## src/rtl/aud_tx_pkg.sv

```systemverilog
// Shared helpers for the audio serial transmitter.
// Assumes the word length code has four values and that no word exceeds 32 bits.
package aud_tx_pkg;

    // Converts the two-bit word length code to a bit count.
    function automatic logic [5:0] word_bits(input logic [1:0] code);
        case (code)
            2'b00:   word_bits = 6'd16;
            2'b01:   word_bits = 6'd20;
            2'b10:   word_bits = 6'd24;
            default: word_bits = 6'd32;
        endcase
    endfunction

endpackage

```

## src/rtl/aud_tx_frame_timer.sv

```systemverilog
// Picks the launch strobe, detects frame start and numbers the bit slots.
// Assumes each strobe is high for one clk cycle per bit-clock edge and that
// wclk is stable around the launch strobes.
// slot_o and synced_o refer to the slot being launched and are valid
// while launch_o is high.
module aud_tx_frame_timer #(
    parameter int CNT_W = 10
) (
    input  logic             clk,
    input  logic             rst_n,
    input  logic             edge_inv,
    input  logic             rise_stb,
    input  logic             fall_stb,
    input  logic             wclk,
    output logic             launch_o,
    output logic             frame_start_o,
    output logic             synced_o,
    output logic [CNT_W-1:0] slot_o
);
    localparam logic [CNT_W-1:0] SLOT_MAX = '1;

    logic             prev_w;
    logic             sync_q;
    logic [CNT_W-1:0] cnt;

    // Selects the launch edge and derives this slot's number.
    always_comb begin
        launch_o      = edge_inv ? fall_stb : rise_stb;
        frame_start_o = launch_o && wclk && !prev_w;
        synced_o      = sync_q || frame_start_o;
        if (frame_start_o)
            slot_o = '0;
        else if (cnt == SLOT_MAX)
            slot_o = SLOT_MAX;
        else
            slot_o = cnt + CNT_W'(1);
    end

    // Records word-clock level, slot number and sync state at each launch.
    always_ff @(posedge clk) begin
        if (!rst_n) begin
            prev_w <= 1'b0;
            sync_q <= 1'b0;
            cnt    <= '0;
        end else if (launch_o) begin
            prev_w <= wclk;
            sync_q <= synced_o;
            cnt    <= slot_o;
        end
    end


    slot_restart_chk: assert property (@(posedge clk) disable iff (!rst_n)
        frame_start_o |=> (cnt == '0) && sync_q);


    frozen_state_chk: assert property (@(posedge clk) disable iff (!rst_n)
        !launch_o |=> $stable(cnt) && $stable(prev_w) && $stable(sync_q));
endmodule

```

## src/rtl/aud_tx_sample_store.sv

```systemverilog
// Holding register plus the sample currently being sent.
// At a frame start the held sample moves to the current sample if it is new.
// Otherwise the current sample is kept and an underrun pulse is raised.
// Assumes writes do not coincide with a frame-start launch.
module aud_tx_sample_store #(
    parameter int SMP_W = 32
) (
    input  logic             clk,
    input  logic             rst_n,
    input  logic             smp_wr,
    input  logic [SMP_W-1:0] smp_data,
    input  logic             load,
    output logic [SMP_W-1:0] sample_o,
    output logic             underrun_o
);
    logic [SMP_W-1:0] held;
    logic [SMP_W-1:0] cur;
    logic             fresh;

    // Provides the sample for the slot being launched.
    always_comb begin
        sample_o = (load && fresh) ? held : cur;
    end

    // Accepts writes and hands samples over at frame start.
    always_ff @(posedge clk) begin
        if (!rst_n) begin
            held       <= '0;
            cur        <= '0;
            fresh      <= 1'b0;
            underrun_o <= 1'b0;
        end else begin
            underrun_o <= load && !fresh;
            if (load && fresh)
                cur <= held;
            if (smp_wr) begin
                held  <= smp_data;
                fresh <= 1'b1;
            end else if (load) begin
                fresh <= 1'b0;
            end
        end
    end


    resend_keeps_chk: assert property (@(posedge clk) disable iff (!rst_n)
        (load && !fresh) |=> $stable(cur) && underrun_o);


    consume_clears_chk: assert property (@(posedge clk) disable iff (!rst_n)
        (load && !smp_wr) |=> !fresh);
endmodule

```

## src/rtl/aud_tx_line_driver.sv

```systemverilog
// Decides for each launched slot whether it carries a data bit.
// Picks the bit, MSB first, and drives, zeroes or releases the line.
// Assumes SMP_W is at least 32, so every word length fits in the sample.
// Outputs are registered and change only in the cycle after a launch.
module aud_tx_line_driver
    import aud_tx_pkg::*;
#(
    parameter int SMP_W = 32,
    parameter int OFS_W = 8,
    parameter int FRM_W = 9,
    parameter int CNT_W = 10
) (
    input  logic             clk,
    input  logic             rst_n,
    input  logic             launch,
    input  logic             frame_start,
    input  logic             synced,
    input  logic [CNT_W-1:0] slot,
    input  logic [SMP_W-1:0] sample,
    input  logic [1:0]       len_code,
    input  logic [OFS_W-1:0] offset,
    input  logic [FRM_W-1:0] frame_len,
    input  logic             tristate,
    input  logic             keeper,
    output logic             dout_o,
    output logic             oe_o,
    output logic             hold_o,
    output logic             overflow_o
);
    localparam int IDX_W = $clog2(SMP_W);

    logic [CNT_W-1:0] len_w, off_w, flen_w, win_end, rel, bpos;
    logic [IDX_W-1:0] bidx;
    logic             in_win, data_bit, last_q, too_long;

    // Computes the data window and the bit for this slot.
    always_comb begin
        len_w    = CNT_W'(word_bits(len_code));
        off_w    = CNT_W'(offset);
        flen_w   = CNT_W'(frame_len);
        win_end  = off_w + len_w;
        rel      = slot - off_w;
        bpos     = len_w - CNT_W'(1) - rel;
        bidx     = IDX_W'(bpos);
        data_bit = sample[bidx];
        in_win   = synced && (slot >= off_w) && (slot < win_end) && (slot < flen_w);
        too_long = win_end > flen_w;
    end

    // Registers the line state and the overflow pulse at each launch.
    always_ff @(posedge clk) begin
        if (!rst_n) begin
            dout_o     <= 1'b0;
            oe_o       <= 1'b0;
            hold_o     <= 1'b0;
            last_q     <= 1'b0;
            overflow_o <= 1'b0;
        end else begin
            overflow_o <= launch && frame_start && too_long;
            if (launch) begin
                if (in_win) begin
                    dout_o <= data_bit;
                    oe_o   <= 1'b1;
                    hold_o <= 1'b0;
                    last_q <= data_bit;
                end else if (!tristate) begin
                    dout_o <= 1'b0;
                    oe_o   <= 1'b1;
                    hold_o <= 1'b0;
                    last_q <= 1'b0;
                end else begin
                    dout_o <= keeper ? last_q : 1'b0;
                    oe_o   <= 1'b0;
                    hold_o <= keeper;
                end
            end
        end
    end


    quiet_between_chk: assert property (@(posedge clk) disable iff (!rst_n)
        !launch |=> $stable(dout_o) && $stable(oe_o) && $stable(hold_o));


    keeper_released_chk: assert property (@(posedge clk) disable iff (!rst_n)
        hold_o |-> !oe_o);


    keeper_level_chk: assert property (@(posedge clk) disable iff (!rst_n)
        (hold_o && $past(hold_o)) |-> $stable(dout_o));


    driven_mode_chk: assert property (@(posedge clk) disable iff (!rst_n)
        (launch && !tristate) |=> oe_o && !hold_o);


    overflow_launch_chk: assert property (@(posedge clk) disable iff (!rst_n)
        overflow_o |-> $past(launch));
endmodule

```

## src/rtl/aud_tx_serializer.sv

```systemverilog
// Top of the audio serial transmitter.
// Ties together slot timing, sample hand-over and line drive.
// Assumes the bit-clock strobes and wclk come from a clock generator in the clk domain.
module aud_tx_serializer #(
    parameter int SMP_W = 32,
    parameter int OFS_W = 8,
    parameter int FRM_W = 9
) (
    input  logic             clk,
    input  logic             rst_n,
    input  logic [1:0]       cfg_len,
    input  logic [OFS_W-1:0] cfg_offset,
    input  logic [FRM_W-1:0] cfg_frame_len,
    input  logic             cfg_tristate,
    input  logic             cfg_keeper,
    input  logic             cfg_edge_inv,
    input  logic             bclk_rise,
    input  logic             bclk_fall,
    input  logic             wclk,
    input  logic             smp_wr,
    input  logic [SMP_W-1:0] smp_data,
    output logic             dout,
    output logic             dout_oe,
    output logic             keep_hold,
    output logic             underrun,
    output logic             overflow
);
    localparam int CNT_W = FRM_W + 1;

    logic             launch, frame_start, synced;
    logic [CNT_W-1:0] slot;
    logic [SMP_W-1:0] sample;

    aud_tx_frame_timer #(.CNT_W(CNT_W)) u_timer (
        .clk           (clk),
        .rst_n         (rst_n),
        .edge_inv      (cfg_edge_inv),
        .rise_stb      (bclk_rise),
        .fall_stb      (bclk_fall),
        .wclk          (wclk),
        .launch_o      (launch),
        .frame_start_o (frame_start),
        .synced_o      (synced),
        .slot_o        (slot)
    );

    aud_tx_sample_store #(.SMP_W(SMP_W)) u_store (
        .clk        (clk),
        .rst_n      (rst_n),
        .smp_wr     (smp_wr),
        .smp_data   (smp_data),
        .load       (frame_start),
        .sample_o   (sample),
        .underrun_o (underrun)
    );

    aud_tx_line_driver #(
        .SMP_W (SMP_W),
        .OFS_W (OFS_W),
        .FRM_W (FRM_W),
        .CNT_W (CNT_W)
    ) u_drive (
        .clk         (clk),
        .rst_n       (rst_n),
        .launch      (launch),
        .frame_start (frame_start),
        .synced      (synced),
        .slot        (slot),
        .sample      (sample),
        .len_code    (cfg_len),
        .offset      (cfg_offset),
        .frame_len   (cfg_frame_len),
        .tristate    (cfg_tristate),
        .keeper      (cfg_keeper),
        .dout_o      (dout),
        .oe_o        (dout_oe),
        .hold_o      (keep_hold),
        .overflow_o  (overflow)
    );


    reset_quiet_chk: assert property (@(posedge clk)
        !rst_n |=> !dout_oe && !keep_hold && !underrun && !overflow);
endmodule

```

## config.mk

```make
export PLATFORM = sky130hd
export DESIGN_NAME = aud_tx_serializer
export DESIGN_NICKNAME = d
export VERILOG_FILES = /design/src/rtl/aud_tx_pkg.sv /design/src/rtl/aud_tx_frame_timer.sv /design/src/rtl/aud_tx_sample_store.sv /design/src/rtl/aud_tx_line_driver.sv /design/src/rtl/aud_tx_serializer.sv
export SDC_FILE = /design/constraint.sdc
export NUM_CORES = 1
export LEC_CHECK = 0
export ABC_AREA = 1
export BUFFER_PORTS_ARGS = -buffer_cell sky130_fd_sc_hd__buf_2
export CAP_MARGIN = 20
export CORE_ASPECT_RATIO = 0.9
export CORE_UTILIZATION = 59
export CTS_BUF_LIST = sky130_fd_sc_hd__clkbuf_16
export DETAILED_ROUTE_END_ITERATION = 10
export HOLD_SLACK_MARGIN = 0.02
export PLACE_DENSITY = 0.81
export SLEW_MARGIN = 20
export SYNTH_ARGS = -nofsm -noshare
export SYNTH_HDL_FRONTEND = slang
export SYNTH_HIERARCHICAL = 1
export SYNTH_SLANG_ARGS = --single-unit
```

## constraint.sdc

```tcl
create_clock -name clk -period 3.27 [get_ports clk]
set_input_delay 0.1635 -clock clk [delete_from_list [all_inputs] [get_ports clk]]
set_output_delay 0.1635 -clock clk [all_outputs]
set_load 0.005 [all_outputs]
```

==> results of run 1 <==
[worst max-delay path, stage by stage, from the launching register on]
cell and delay [ns]:
dfxtp_4 0.38, ha_4 0.15, nand3_4 0.10, nor2_4 0.16, nand3_4 0.11, nand2_1 0.08, nand2_1 0.08, inv_1 0.07
inv_1 0.07, ha_1 0.23, ha_4 0.18, fa_2 0.62, inv_2 0.07, o211ai_1 0.09, nand3_1 0.10, nand2_1 0.08
nor2_1 0.05, nor2_2 0.12, nand3_2 0.11, nand2_1 0.08, nor2_1 0.04, nor2_1 0.07
[layout make-up]
type                            count  area, µm²
Tap cell                          122        153
Timing Repair Buffer               78        425
Clock inverter                      6       33.8
Fill cell                         822       2870
Sequential cell                    83       1670
Inverter                          180        678
Clock buffer                        9        225
Multi-Input combinational cell    542       3070
[metrics by stage]
stage                     area [µm²]  hold WS (ns)  utilization [%]
after global routing            6250        0.0485             68.5
after CTS                       6150        0.0408             67.4
after global placement          5880         0.385             64.4
after floorplan                 5550         0.298                -
final                           6250        0.0435             68.5
after detailed placement        5880         0.391             64.4
[power breakdown]
| group | total, W | internal, W | switching [W] |
|---|---|---|---|
| registers | 0.00111 | 0.00107 | 0.0000337 |
| logic | 0.000797 | 0.000311 | 0.000486 |
| clock network | 0.000896 | 0.000504 | 0.000392 |
| total | 0.00280 | 0.00189 | 0.000911 |
[cells in the mapped netlist, types with 2 or more instances]
cell and count:
nand4_1 6, nand2_1 113, o21ai_1 9, xnor2_1 2, dfxtp_1 83, fa_1 4, clkbuf_1 2, clkbuf_2 3
inv_1 177, nand2_2 50, o21bai_1 2, nand3_1 62, xor2_1 4, ha_1 41, buf_4 7, nor3_1 2
a21oi_2 2, o211ai_1 2, a211oi_1 2, a21oi_1 27, o21ai_0 54, nor2_1 115, buf_6 6, buf_2 12
nand3_2 2, nor2_2 32
[worst max-delay path by stage]
stage                           endpoint  depth (start not counted)  slack (ns)           start
after floorplan           u_drive/dout_o                         20        0.34  u_timer/cnt[0]
after global placement    u_drive/dout_o                         20        0.04  u_timer/cnt[0]
after detailed placement  u_drive/dout_o                         20       -0.03  u_timer/cnt[0]
after CTS                 u_drive/dout_o                         20       0.005  u_timer/cnt[1]
after global routing      u_drive/dout_o                         20       -0.07  u_timer/cnt[0]
final                     u_drive/dout_o                         21        0.17  u_timer/cnt[0]
[repair_timing]
action / in CTS / in global routing
buffers inserted: 1 / 5
resized for setup: 7 / 12
setup endpoints to repair: 2 / 2
cloned: 0 / 1
pin swaps: 5 / 6
[layer usage]
layer  share of wire, %  wire, µm  vias up
li1                   -         -     2673
met1                 48      5900     2228
met2                 45      5460      134
met3                5.3       650       24
met4                1.6       198        0
met5                  0         0        -
[kinds of logic (layout without fill, tap and decap cells)]
logic type,count (synthesis),after routing,share of synthesized area [%]
AOI/OAI and AO/OA,103,103,10.1
xor gates and xnor gates,6,6,0.947
adders and majority gates,45,45,10.7
buffers and inverters,211,273,15.9
DFF,83,83,29.9
and+or+nand+nor,387,388,32.4
==> results.toml, run 1 <==
[place]
place.detailed.hpwl_mm = 8.39
portBuffers = 64
placed_cells = 998
gp_congestion = 0.863
dp_worst_setup_slack_ns = -0.0315

[route]
ant_nets = 0
drc = 0
wl_mm = 12.2
via_count = 5059
routed_via_density = 4.96
wl_per_cell_um = 12.0
first_iter_violations = 308
firstDrtPassIters = 6

[grt]
grt_usage_pct = 25.7
use_met3_pct = 6.17
antenna_found_initial = 0
top_usage_layer = "met2"
met1_usage_pct = 34.8
grt_max_degree = 47
gr-total-overflow = 0
grt_pass1_vias = 4553
grt_pass1_wl_mm = 20.3
grt_use_met2_pct = 41.5

[clock_network]
cts_made_buffers = 9
clockRootBuffer = "clkbuf_16"
clock_latency_ns = 0.34
cts_hold_buf = 0
htree_levels = 3
cts_num_sinks = 83
clk_pin_slew_ns = 0.06
cts_tree = "built"
cts_buffer_depth = 2

[setup_path]
timing.rr.end = "u_drive/dout_o"
timing.rr.start = "u_timer/cnt[0]"
crit_type = "reg2reg"
r2r_slack_ns = 0.17
cp.required_ns = 3.55
end_kind = "flip-flop"
worst_ep_arrival_time_ns = 3.38
setup.worst_path.start_class = "flip-flop"
path_max_fanout = 5
reg2regPathDepth = 21

[pwr]
p_per_area_nw_per_um2 = 447
power.total_w = 0.00280
ir_worst_vdd_mv = 0.339
p_leak_nw = 3.41

[logic_synthesis]
ys_seq_area_share_pct = 29.9
ys_seq_elements = 83
yosys.cell_types.count = 40
synth_top_area_share_pct = 29.9
avgSynthCellArea_um2 = 6.65
synth_enable_flop_cells = 0
synth.largest_area_cell = "dfxtp_1"
yosysWarningCount = 6
syn_area_um2 = 5550
synth_area_leaders = "dfxtp_1 30%, inv_1 12%, ha_1 9.2%"
syn_nets = 940
synthFlopType = "dfxtp_1"
synthArstFlopShare_pct = 0
synth_cells = 835

[sta]
fmax_ghz = 0.323
setup_ws_ns = 0.169
final.setup.tns_ns = 0
hold_viol = 0
period_needed_ns = 3.10
worst_slew_pin_slew_ns = 0.941
slew_violations = 0
period_share_pct = 94.8
setup_viol = 0
slew_headroom_pct = 37.2
clock_skew_ns = 0.00581

[min_path]
holdCritPathClass = "in2reg"
hp-start = "smp_data[17]"
hold_depth = 3
min_to = "u_store/held[17]"

[die]
ios = 65
rows = 33
coreArea_um2 = 9130
start_util_pct = 60.8
dieHeight_um = 94.0
die_area_um2 = 9800
die_x_um = 104

[finish]
stdcell_count = 1020
top_regs = "u_store/cur x32, u_store/held x32, u_timer/cnt x10"
final_cell_mix = "173 x inv_1, 114 x nor2_1, 113 x nand2_1"
area_growth_pct = 12.7
drive_gt1_share_pct = 22.2
final_common_cell = "inv_1"
antenna_cells = 0
nNetsFinal = 999

[run]
cap_violations = 0

[status]
status = "finished, final reports clean"
No activity file was read; power rests on OpenSTA's default activity.
==> inputs of run 2 (changes only) <==
--- a/config.mk
+++ b/config.mk
@@ -13,5 +13,5 @@
 export CTS_BUF_LIST = sky130_fd_sc_hd__clkbuf_16
 export DETAILED_ROUTE_END_ITERATION = 10
-export HOLD_SLACK_MARGIN = 0.02
+export HOLD_SLACK_MARGIN = 0.15
 export PLACE_DENSITY = 0.81
 export SLEW_MARGIN = 20
==> constraint.sdc (replaced) <==
create_clock -name clk -period 3.27 [get_ports clk]
set_input_delay 0.654 -clock clk [delete_from_list [all_inputs] [get_ports clk]]
set_output_delay 0.654 -clock clk [all_outputs]
set_load 0.005 [all_outputs]
==> run 2 against run 1 <==
Utilization increased by 1.8 points. Via count increased by 0.85%. Worst hold slack improved by 0.42 ns. Register-to-register slack improved by 0.04 ns. Clock power increased by 15%. Critical path depth increased by 5. First-iteration DRC count decreased by 34%. Die area unchanged. Critical endpoint unchanged. Largest cell class unchanged. Largest power group unchanged.
==> results.toml, run 2 (synthesis results as in run 1) <==
[die]
die_x_um = 104
start_util_pct = 60.8
rows = 33
ios = 65
die_area_um2 = 9800
dieHeight_um = 94.0
coreArea_um2 = 9130

[clock_network]
cts_buffer_depth = 2
cts_num_sinks = 83
htree_levels = 3
clock_latency_ns = 0.34
clk_pin_slew_ns = 0.06
cts_tree = "built"
cts_made_buffers = 9
clockRootBuffer = "clkbuf_16"
cts_hold_buf = 0

[route]
drc = 0
firstDrtPassIters = 5
wl_mm = 11.8
routed_via_density = 4.92
wl_per_cell_um = 11.4
first_iter_violations = 204
ant_nets = 0
via_count = 5102

[sta]
period_needed_ns = 3.11
period_share_pct = 95.2
fin_hold_ws_ns = 0.461
hold_viol = 0
final.setup.tns_ns = 0
clock_skew_ns = 0.00771
worst_slew_pin_slew_ns = 0.942
slew_violations = 0
setup_viol = 0
fmax_ghz = 0.321
slew_headroom_pct = 37.2

[min_path]
holdCritPathClass = "reg2reg"
hp-start = "u_timer/sync_q"

[pwr]
p_per_area_nw_per_um2 = 462
power.total_w = 0.00297
p_leak_nw = 3.52
ir_worst_vdd_mv = 0.347

[run]
cap_violations = 0

[setup_path]
cp.required_ns = 3.54
crit_top_cell = "nand2_1"
max_stage_delay_ns = 0.52
end_kind = "flip-flop"
crit_type = "in2reg"
setup.worst_path.start_class = "primary input"
slowest_stage = "fa_1"
worst_ep_arrival_time_ns = 3.38
path_max_fanout = 6
timing.rr.start = "u_timer/cnt[0]"
cp-startpoint = "cfg_edge_inv"

[finish]
area_growth_pct = 15.7
drive_gt1_share_pct = 23.5
final_cell_mix = "174 x inv_1, 113 x nand2_1, 113 x nor2_1"
utilization_pct = 70.4
final_common_cell = "inv_1"
antenna_cells = 0
top_regs = "u_store/cur x32, u_store/held x32, u_timer/cnt x10"
nNetsFinal = 1014

[grt]
grt_pass1_wl_mm = 20.1
grt_max_degree = 46
grt_usage_pct = 25.0
antenna_found_initial = 0
gr-total-overflow = 0
grt_pass1_vias = 4630

[place]
portBuffers = 64
gp_congestion = 0.873
place.detailed.hpwl_mm = 8.70

[status]
status = "finished, final reports clean"
## run 2: cell types whose count changed in the layout (fill, tap and decap cells not counted), sizes merged
| cell | delta |
|---|---|
| nand3 | -1 |
| buf | +16 |
| bufinv | +1 |
## run 2: report_power, final
part	internal (W)	switching, W
sequential	0.00107	0.0000329
combinational	0.000344	0.000488
clock	0.000599	0.000431
## run 2: path summary, 6_finish.rpt
check	cells after the start	to	slack, ns
worst max-delay path	26	u_drive/dout_o	0.16
worst min-delay path	2	u_timer/sync_q	0.46
worst max register to register	20	u_drive/dout_o	0.21
worst min register to register	2	u_timer/sync_q	0.46
## run 2: worst max-delay path: cells and delay by family
family,cells,cell delay [ns]
simple gates,15,1.24
fa+ha+maj,2,0.80
buf+inv,8,0.57
compound gates,1,0.13
## run 2: through the flow
stage | instances | setup WS, ns | cell area (µm²)
finish | 1036 | 0.159 | 6420
global route | 1036 | -0.0600 | 6420
CTS | 1034 | 0.0641 | 6350
detailed placement | 1018 | -0.299 | 6050
global placement | 1018 | -0.167 | 6050
floorplan | 835 | 0.0591 | 5550
## run 2: layer usage
layer	up-vias	wire length [µm]	global-route usage (%)
li1	2705	-	-
met1	2274	5930	33.8
met2	105	5160	40.6
met3	18	528	4.92
met4	0	161	6.79
met5	-	0	0
## run 2: area by class of cell
| cell class | count | area, µm² |
|---|---|---|
| inverter | 180 | 678 |
| clock buffer | 9 | 225 |
| timing repair buffer | 94 | 571 |
| clock inverter | 7 | 76.3 |
| sequential | 83 | 1670 |
| tap | 122 | 153 |
| fill | 788 | 2700 |
| multi-input combinational | 541 | 3050 |
## run 2: what timing repair did
action                                 in CTS  in global routing
setup endpoints to repair                   0                  2
resized for setup                           0                 18
endpoints found under the hold margin       0                  0
setup buffers                               0                  2
